<file path="config.mk">
export PLATFORM = sky130hd
export DESIGN_NAME = shift_add_mul
export DESIGN_NICKNAME = d
export VERILOG_FILES = /design/src/rtl/mul_pkg.sv /design/src/rtl/mul_rst_sync.sv /design/src/rtl/mul_ctrl.sv /design/src/rtl/mul_datapath.sv /design/src/rtl/shift_add_mul.sv
export SDC_FILE = /design/constraint.sdc
export NUM_CORES = 1
export LEC_CHECK = 0
export BUFFER_PORTS_ARGS = -buffer_cell sky130_fd_sc_hd__buf_2
export CAP_MARGIN = 10
export CORE_MARGIN = 2
export CORE_UTILIZATION = 61
export DETAILED_ROUTE_END_ITERATION = 8
export GPL_TIMING_DRIVEN = 1
export HOLD_SLACK_MARGIN = 0.08
export PLACE_DENSITY = 0.84
export SYNTH_ARGS = -nofsm -noshare
export SYNTH_HDL_FRONTEND = slang
export SYNTH_HIERARCHICAL = 1
export SYNTH_SLANG_ARGS = --single-unit
</file>
<file path="constraint.sdc">
create_clock -name clk -period 2.5 [get_ports clk]
set_input_delay 0.25 -clock clk [delete_from_list [all_inputs] [get_ports clk]]
set_output_delay 0.25 -clock clk [all_outputs]
set_load 0.005 [all_outputs]
</file>
<file path="src/rtl/mul_pkg.sv">
package mul_pkg;
  typedef enum logic [1:0] {
    ST_IDLE = 2'd0,
    ST_RUN  = 2'd1,
    ST_DONE = 2'd2
  } mul_state_e;
endpackage

</file>
<file path="src/rtl/mul_rst_sync.sv">
module mul_rst_sync #(
  parameter int STAGES = 2
) (
  input  logic clk,
  input  logic rst_n,
  output logic rst_sync_n
);
  logic [STAGES-1:0] chain_q;

  always_ff @(posedge clk or negedge rst_n) begin
    if (!rst_n) chain_q <= '0;
    else        chain_q <= {chain_q[STAGES-2:0], 1'b1};
  end

  assign rst_sync_n = chain_q[STAGES-1];
endmodule

</file>
<file path="src/rtl/mul_ctrl.sv">
module mul_ctrl
  import mul_pkg::*;
(
  input  logic       clk,
  input  logic       rst_n,
  input  logic       start,
  input  logic       mplier_zero,
  output logic       load_en,
  output logic       step_en,
  output logic       done,
  output mul_state_e state
);
  mul_state_e state_q, state_d;

  always_comb begin
    state_d = state_q;
    unique case (state_q)
      ST_IDLE: if (start)       state_d = ST_RUN;
      ST_RUN:  if (mplier_zero) state_d = ST_DONE;
      ST_DONE: if (!start)      state_d = ST_IDLE;
      default:                  state_d = ST_IDLE;
    endcase
  end

  always_ff @(posedge clk or negedge rst_n) begin
    if (!rst_n) state_q <= ST_IDLE;
    else        state_q <= state_d;
  end

  assign load_en = (state_q == ST_IDLE) && !start;
  assign step_en = (state_q == ST_RUN) && !mplier_zero;
  assign done    = (state_q == ST_DONE);
  assign state   = state_q;
endmodule

</file>
<file path="src/rtl/mul_datapath.sv">
module mul_datapath #(
  parameter int WIDTH = 8
) (
  input  logic               clk,
  input  logic               rst_n,
  input  logic               load_en,
  input  logic               step_en,
  input  logic [WIDTH-1:0]   op_a,
  input  logic [WIDTH-1:0]   op_b,
  output logic               mplier_zero,
  output logic [2*WIDTH-1:0] mcand,
  output logic [WIDTH-1:0]   mplier,
  output logic [2*WIDTH-1:0] acc
);
  localparam int PW = 2 * WIDTH;

  logic [PW-1:0]    mcand_q, mcand_d;
  logic [WIDTH-1:0] mplier_q, mplier_d;
  logic [PW-1:0]    acc_q, acc_d;
  logic             reg_en;

  assign reg_en = load_en | step_en;

  always_comb begin
    mcand_d  = mcand_q;
    mplier_d = mplier_q;
    acc_d    = acc_q;
    if (load_en) begin
      mcand_d  = {{WIDTH{1'b0}}, op_a};
      mplier_d = op_b;
      acc_d    = '0;
    end else if (step_en) begin
      if (mplier_q[0]) acc_d = acc_q + mcand_q;
      mcand_d  = {mcand_q[PW-2:0], 1'b0};
      mplier_d = {1'b0, mplier_q[WIDTH-1:1]};
    end
  end

  always_ff @(posedge clk or negedge rst_n) begin
    if (!rst_n) begin
      mcand_q  <= '0;
      mplier_q <= '0;
      acc_q    <= '0;
    end else if (reg_en) begin
      mcand_q  <= mcand_d;
      mplier_q <= mplier_d;
      acc_q    <= acc_d;
    end
  end

  assign mplier_zero = (mplier_q == '0);
  assign mcand       = mcand_q;
  assign mplier      = mplier_q;
  assign acc         = acc_q;
endmodule

</file>
<file path="src/rtl/shift_add_mul.sv">
module shift_add_mul #(
  parameter int WIDTH = 8
) (
  input  logic               clk,
  input  logic               rst_n,
  input  logic               start,
  input  logic [WIDTH-1:0]   op_a,
  input  logic [WIDTH-1:0]   op_b,
  output logic [2*WIDTH-1:0] product,
  output logic               done
);
  import mul_pkg::*;

  logic             rst_sync_n;
  logic             load_en, step_en, mplier_zero;
  mul_state_e       state;
  logic [2*WIDTH-1:0] mcand;
  logic [WIDTH-1:0]   mplier;

  mul_rst_sync #(.STAGES(2)) u_rst (
    .clk        (clk),
    .rst_n      (rst_n),
    .rst_sync_n (rst_sync_n)
  );

  mul_ctrl u_ctrl (
    .clk         (clk),
    .rst_n       (rst_sync_n),
    .start       (start),
    .mplier_zero (mplier_zero),
    .load_en     (load_en),
    .step_en     (step_en),
    .done        (done),
    .state       (state)
  );

  mul_datapath #(.WIDTH(WIDTH)) u_dp (
    .clk         (clk),
    .rst_n       (rst_sync_n),
    .load_en     (load_en),
    .step_en     (step_en),
    .op_a        (op_a),
    .op_b        (op_b),
    .mplier_zero (mplier_zero),
    .mcand       (mcand),
    .mplier      (mplier),
    .acc         (product)
  );
endmodule

</file>
# Yosys cells after proc, flatten, opt, wreduce, memory -nomap -nowiden
# Index checks and enable logic that the tools add are counted.
totals:
  wordCells: 34
  input_bits: 19
  output_inout_bits: 17
  register_bits: 44
op_classes:
  add_sub_neg: 1
  n_eq_ne: 5
  bitwise_logic: 1
  n_reduce_logical: 11
  muxes: 11
ops:
  columns: ["operator", "count"]
  rows:
  - ["$mux W16", 5]
  - ["$add A16 B16 Y16", 1]
  - ["$mux W8", 2]
  - ["$logic_not A8 Y1", 1]
  - ["$mux W2", 3]
  - ["$pmux W2 S3", 1]
  - ["$reduce_and A3 Y1", 2]
  - ["$ne A2 B2 Y1 const B", 2]
  - ["$reduce_bool A2 Y1", 2]
  - ["$eq A2 B1 Y1 const B", 1]
  - ["$eq A2 B2 Y1 const B", 1]
  - ["$logic_and A1 B1 Y1", 2]
  - ["$logic_not A1 Y1", 2]
  - ["$logic_not A2 Y1", 1]
  - ["$ne A2 B1 Y1 const B", 1]
  - ["$reduce_and A2 Y1", 1]
  - ["$or A1 B1 Y1", 1]

# Depth between registers and ports, before layout
logic_depth:
  word_depth: 5
  mapped_depth: 10
  depth_no_buf: 10

# Hierarchy
# Netlist, hierarchy kept.
modules_own_cells:
  columns: ["module", "area_per_inst_um2", "cells_per_inst", "instances", "seq_area_each_um2"]
  rows:
  - ["mul_datapath", 2371.0, 250, 1, 1001.0]
  - ["mul_ctrl", 100.1, 10, 1, 50.0]
  - ["mul_rst_sync", 53.8, 3, 1, 50.0]

# Worst setup path before layout
# OpenSTA, ideal clock, no wires.
synth_timing:
  path_kind: "register to register"
  from: "reg u_dp.mplier_q[3], in the netlist u_dp/mplier[3]"
  to: "reg u_dp.acc_q[3], in the netlist u_dp/acc[3]"
  n_path_buf: 2
  synth_period_minus_slack_ps: 2117
  arrival_ps: 2034
  path_stages_with_launch: 9
  required_time_ps: 2417
  setup_slack_ps: 383
  setup_ps: 83
  path_cell_list: "dfrtp_1 > or4_1 > nor2_1 > nor2b_1 > clkbuf_1 > a21oi_1 > clkbuf_1 > nand2_1 > o21ai_0"
synth_via:
  elab_chain_cells: 5
  word_cells_on_any_way: 6
  cone_classes: "1 x bitwise; 5 x reduce/logical"
synth_lines:
  columns: ["element", "line_no", "source"]
  rows:
  - ["start, declared", "mul_datapath.sv:18", "logic [WIDTH-1:0] mplier_q, mplier_d;"]
  - ["start signal, assigned", "mul_datapath.sv:46", "mplier_q <= mplier_d;"]
  - ["$logic_not A8 Y1 *", "mul_datapath.sv:51", "assign mplier_zero = (mplier_q == '0);"]
  - ["via mplier_zero", "shift_add_mul.sv:15", "logic load_en, step_en, mplier_zero;"]
  - ["$logic_not A1 Y1 *", "mul_ctrl.sv:31", "assign step_en = (state_q == ST_RUN) && !mplier_zero;"]
  - ["$logic_and A1 B1 Y1 *", "mul_ctrl.sv:31", null]
  - ["via step_en", "shift_add_mul.sv:15", null]
  - ["$reduce_bool A2 Y1 (no source line) / $or A1 B1 Y1 (equally long branches)", null, null]
  - ["$reduce_and A3 Y1 (no source line) *", null, null]
  - ["end signal, assigned", "mul_datapath.sv:43", "acc_q <= '0;"]
  - ["end signal, assigned", "mul_datapath.sv:47", "acc_q <= acc_d;"]
  - ["end, declared", "mul_datapath.sv:19", "logic [PW-1:0] acc_q, acc_d;"]
# Mark *: on every way through the listed nets, which the timed path passes. The rest lies on a longest branch.
# A chain may end at the register's enable or synchronous reset.

# Final worst setup path
layout_timing:
  from: "reg u_dp.mcand_q[0], in the netlist u_dp/mcand[0]"
  to: "reg u_dp.acc_q[12], in the netlist u_dp/acc[12]"
layout_via:
  elab_chain_cells: 4
layout_lines:
  columns: ["element", "line_no", "source"]
  rows:
  - ["start, declared", "mul_datapath.sv:17", "logic [PW-1:0] mcand_q, mcand_d;"]
  - ["start signal, assigned", "mul_datapath.sv:45", "mcand_q <= mcand_d;"]
  - ["$add A16 B16 Y16", "mul_datapath.sv:33", "if (mplier_q[0]) acc_d = acc_q + mcand_q;"]
  - ["$mux W16", "mul_datapath.sv:33", null]
  - ["$mux W16", "mul_datapath.sv:32", "end else if (step_en) begin"]
  - ["$mux W16", "mul_datapath.sv:28", "if (load_en) begin"]
# Every way passes these cells. The select of a mux whose other input is x is not followed.

==> reports/results.ini <==
[run_status]
status = complete, no violations

[die]
dieWidth_um = 68.3
num_rows = 23
core-area_um2 = 4000
initial_core_util_pct = 63.1
io_pins = 36
die_area_um2 = 4670
die_h_um = 68.3

[synth]
ys_seq_area_share_pct = 43.6
synth_edf_count = 0
ys_async_sr_fraction_pct = 100
syn_avg_cell_area_um2 = 9.60
synth.area.top_cells = dfrtp_1, mux2i_1, ha_1
yosys-top-cells-count = dfrtp_1, nand2_1, o21ai_0, mux2i_1, nor2_1
synth.distinct_cells = 42
syn_nets = 298
synth_top_cell_by_area = dfrtp_1
syn_area_um2 = 2520
ys_ff_latch = 44
synth_most_common_cell = dfrtp_1
yosysTopAreaCellShare_pct = 43.6
synthCells = 263
synth-main-ff-cell = dfrtp_1
ys_warn_count = 6

[placement]
gp_congestion = 0.908
port-buffer-count = 35
dpl_cell_area_um2 = 2770
hpwl_mm = 3.98
post-place-ws_ns = 0.250

[critical_path]
timing.rr.start = u_dp/mcand[0]$_DFFE_PN0P_
startpoint = u_dp/mcand[0]$_DFFE_PN0P_
r2r_setup_slack_ns = 0.20
crit_type = register to register
endpoint_kind = register
arrival_ns = 2.48
cp_max_fo = 3
cp-start-kind = register
cp.required_ns = 2.68

[finish]
syn_to_final_growth_pct = 14.1
drive_above_1_share_pct = 19.8
final_nets = 337
fillCellCount = 311
fin_area_um2 = 2880
diodes = 0
multi_input_area_um2 = 1370
ff_latch_area_um2 = 1100

[global_routing]
use_met1_pct = 32.8
grt_max_degree = 43
grt_pass1_vias = 1949
grt_use_met3_pct = 4.93
overflow = 0
grtUsageMet2_pct = 43.2
grt_pass1_wl_mm = 8.80
grt_busiest_layer = met2
grt_usage_pct = 25.7
grt_antenna_before_repair = 0

[sta]
min_period_ns = 2.30
hold-worst-slack_ns = 0.160
worst_pin_slew_ns = 0.698
setup_tns_ns = 0
max_freq_mhz = 436
skew_ns = 0.00937
hold_viol_final = 0
setup_ws_ns = 0.205
period_share_pct = 91.8
setup_violations = 0
maxSlewHeadroom_pct = 53.2
drv_slew = 0
rsz0062_at_grt = false

[power]
cellLeakagePower_nw = 1.46
clockPowerShare_pct = 13.9
p_switching_mw = 1.42
combPwrFrac_pct = 50.3
seqPwrFrac_pct = 35.8
p_per_area_nw_per_um2 = 1170
peakVddDrop_mv = 0.875
swShare_pct = 42.2
internal_power_mw = 1.94

[route]
drt_iter0_markers = 148
drt-pass1-iter-count = 5
drc = 0
route.vias.total = 2037
wl_per_cell_um = 15.1
vias_per_cell = 5.77
finalWirelength_mm = 5.34
ant_nets = 0

[worst_hold_path]
worst_hold_path_type = input port to register
min-delay-start = op_b[3]

[clocking]
clockRootBuffer = clkbuf_8
clk_latency_ns = 0.30
cts_buffers = 5
ctsHtreeMaxLevel = 2
cts.sinks = 44
cts_buffer_depth = 2
tritoncts = done
path_clk_slew_ns = 0.08

[job]
drv_cap = 0

==> routing by layer <==
metal  vias up  wire [µm]
met1       970       2400
met4         0        131
met3        15        200
met5         -          0
li1       1004          -
met2        48       2610
==> worst paths after layout <==
check | end | depth (start not counted)
min in group asynchronous | u_rst/chain_q[0]$_DFF_PN0_ | 2
max | u_dp/acc[12]$_DFFE_PN0P_ | 10
max reg2reg | u_dp/acc[12]$_DFFE_PN0P_ | 10
max in group asynchronous | u_dp/acc[14]$_DFFE_PN0P_ | 1
min | u_dp/mplier[3]$_DFFE_PN0P_ | 3
min reg2reg | u_dp/acc[15]$_DFFE_PN0P_ | 1
==> state kept, by name (all words and copies together) (netlist names) <==
name           flops
u_dp/acc          16
u_dp/mcand        16
u_dp/mplier        8
u_ctrl/state       2
u_rst/chain_q      2
==> power groups by stage <==
stage | sequential [mW] | combinational, mW | clock [mW]
6_report | 1.20 | 1.69 | 0.466
5_1_grt | 1.24 | 1.89 | 0.509
4_1_cts | 1.20 | 1.68 | 0.473
3_5_place_dp | 1.21 | 1.67 | 0
3_3_place_gp | 1.20 | 1.60 | 0
2_1_floorplan | 1.16 | 1.28 | 0
==> cell families after synthesis <==
| group | count (synthesis) | share of synthesized area [%] |
|---|---|---|
| XOR/XNOR | 12 | 4.16 |
| multiplexers | 23 | 9.12 |
| flip-flops | 44 | 43.6 |
| other | 1 | 0.149 |
| buffers and inverters | 17 | 2.68 |
| AND/OR/NAND/NOR | 82 | 15.0 |
| AO/OA/AOI/OAI | 68 | 17.0 |
| adder cells (fa/ha/maj) | 16 | 8.23 |
==> worst max-delay path, cell delays in order (launching register included) <==
cell and delay, ns:
dfrtp_1 0.41, ha_1 0.23, inv_1 0.10, fa_2 0.24, nor2b_4 0.05, o211ai_2 0.18
a21boi_2 0.11, o21ai_2 0.16, a21oi_1 0.10, or3_1 0.36, a32o_1 0.25
==> through the flow <==
stage	instances	power, mW	utilization, %
6_report	353	3.36	72.0
3_5_place_dp	343	2.89	69.2
2_1_floorplan	263	2.44	-
3_3_place_gp	343	2.80	69.2
5_1_grt	353	3.64	72.0
4_1_cts	352	3.35	71.8
==> cell usage in the layout, fill, tap and decap left out, types with 2 or more instances in the layout <==
cell type	count
o21ai_0	36
and2_1	3
nand2b_1	3
dfrtp_1	44
nand2_1	37
xor2_1	6
a21oi_1	11
and3_1	2
or4_1	2
a22o_1	3
xnor2_1	6
nor2b_1	3
mux2i_1	23
nand3_1	7
clkbuf_8	6
ha_1	15
a21o_1	2
inv_1	7
buf_4	6
nor2_1	16
nand4_1	3
o211ai_1	2
buf_2	35
==> final cells by class <==
type	instances	share of cell area [%]
Tap cell	50	2.17
Clock inverter	1	0.261
Inverter	7	0.912
Sequential cell	44	38.2
Multi-Input combinational cell	202	47.4
Timing Repair Buffer	42	7.99
Clock buffer	7	3.00
==> what timing repair did <==
item                                    CTS  global route
buffers inserted                          0             1
hold buffers                              1             0
gates resized for setup                   0             1
endpoints found under the setup margin    0             1
endpoints found under the hold margin     2             0
No activity file was read; power rests on OpenSTA's default activity.
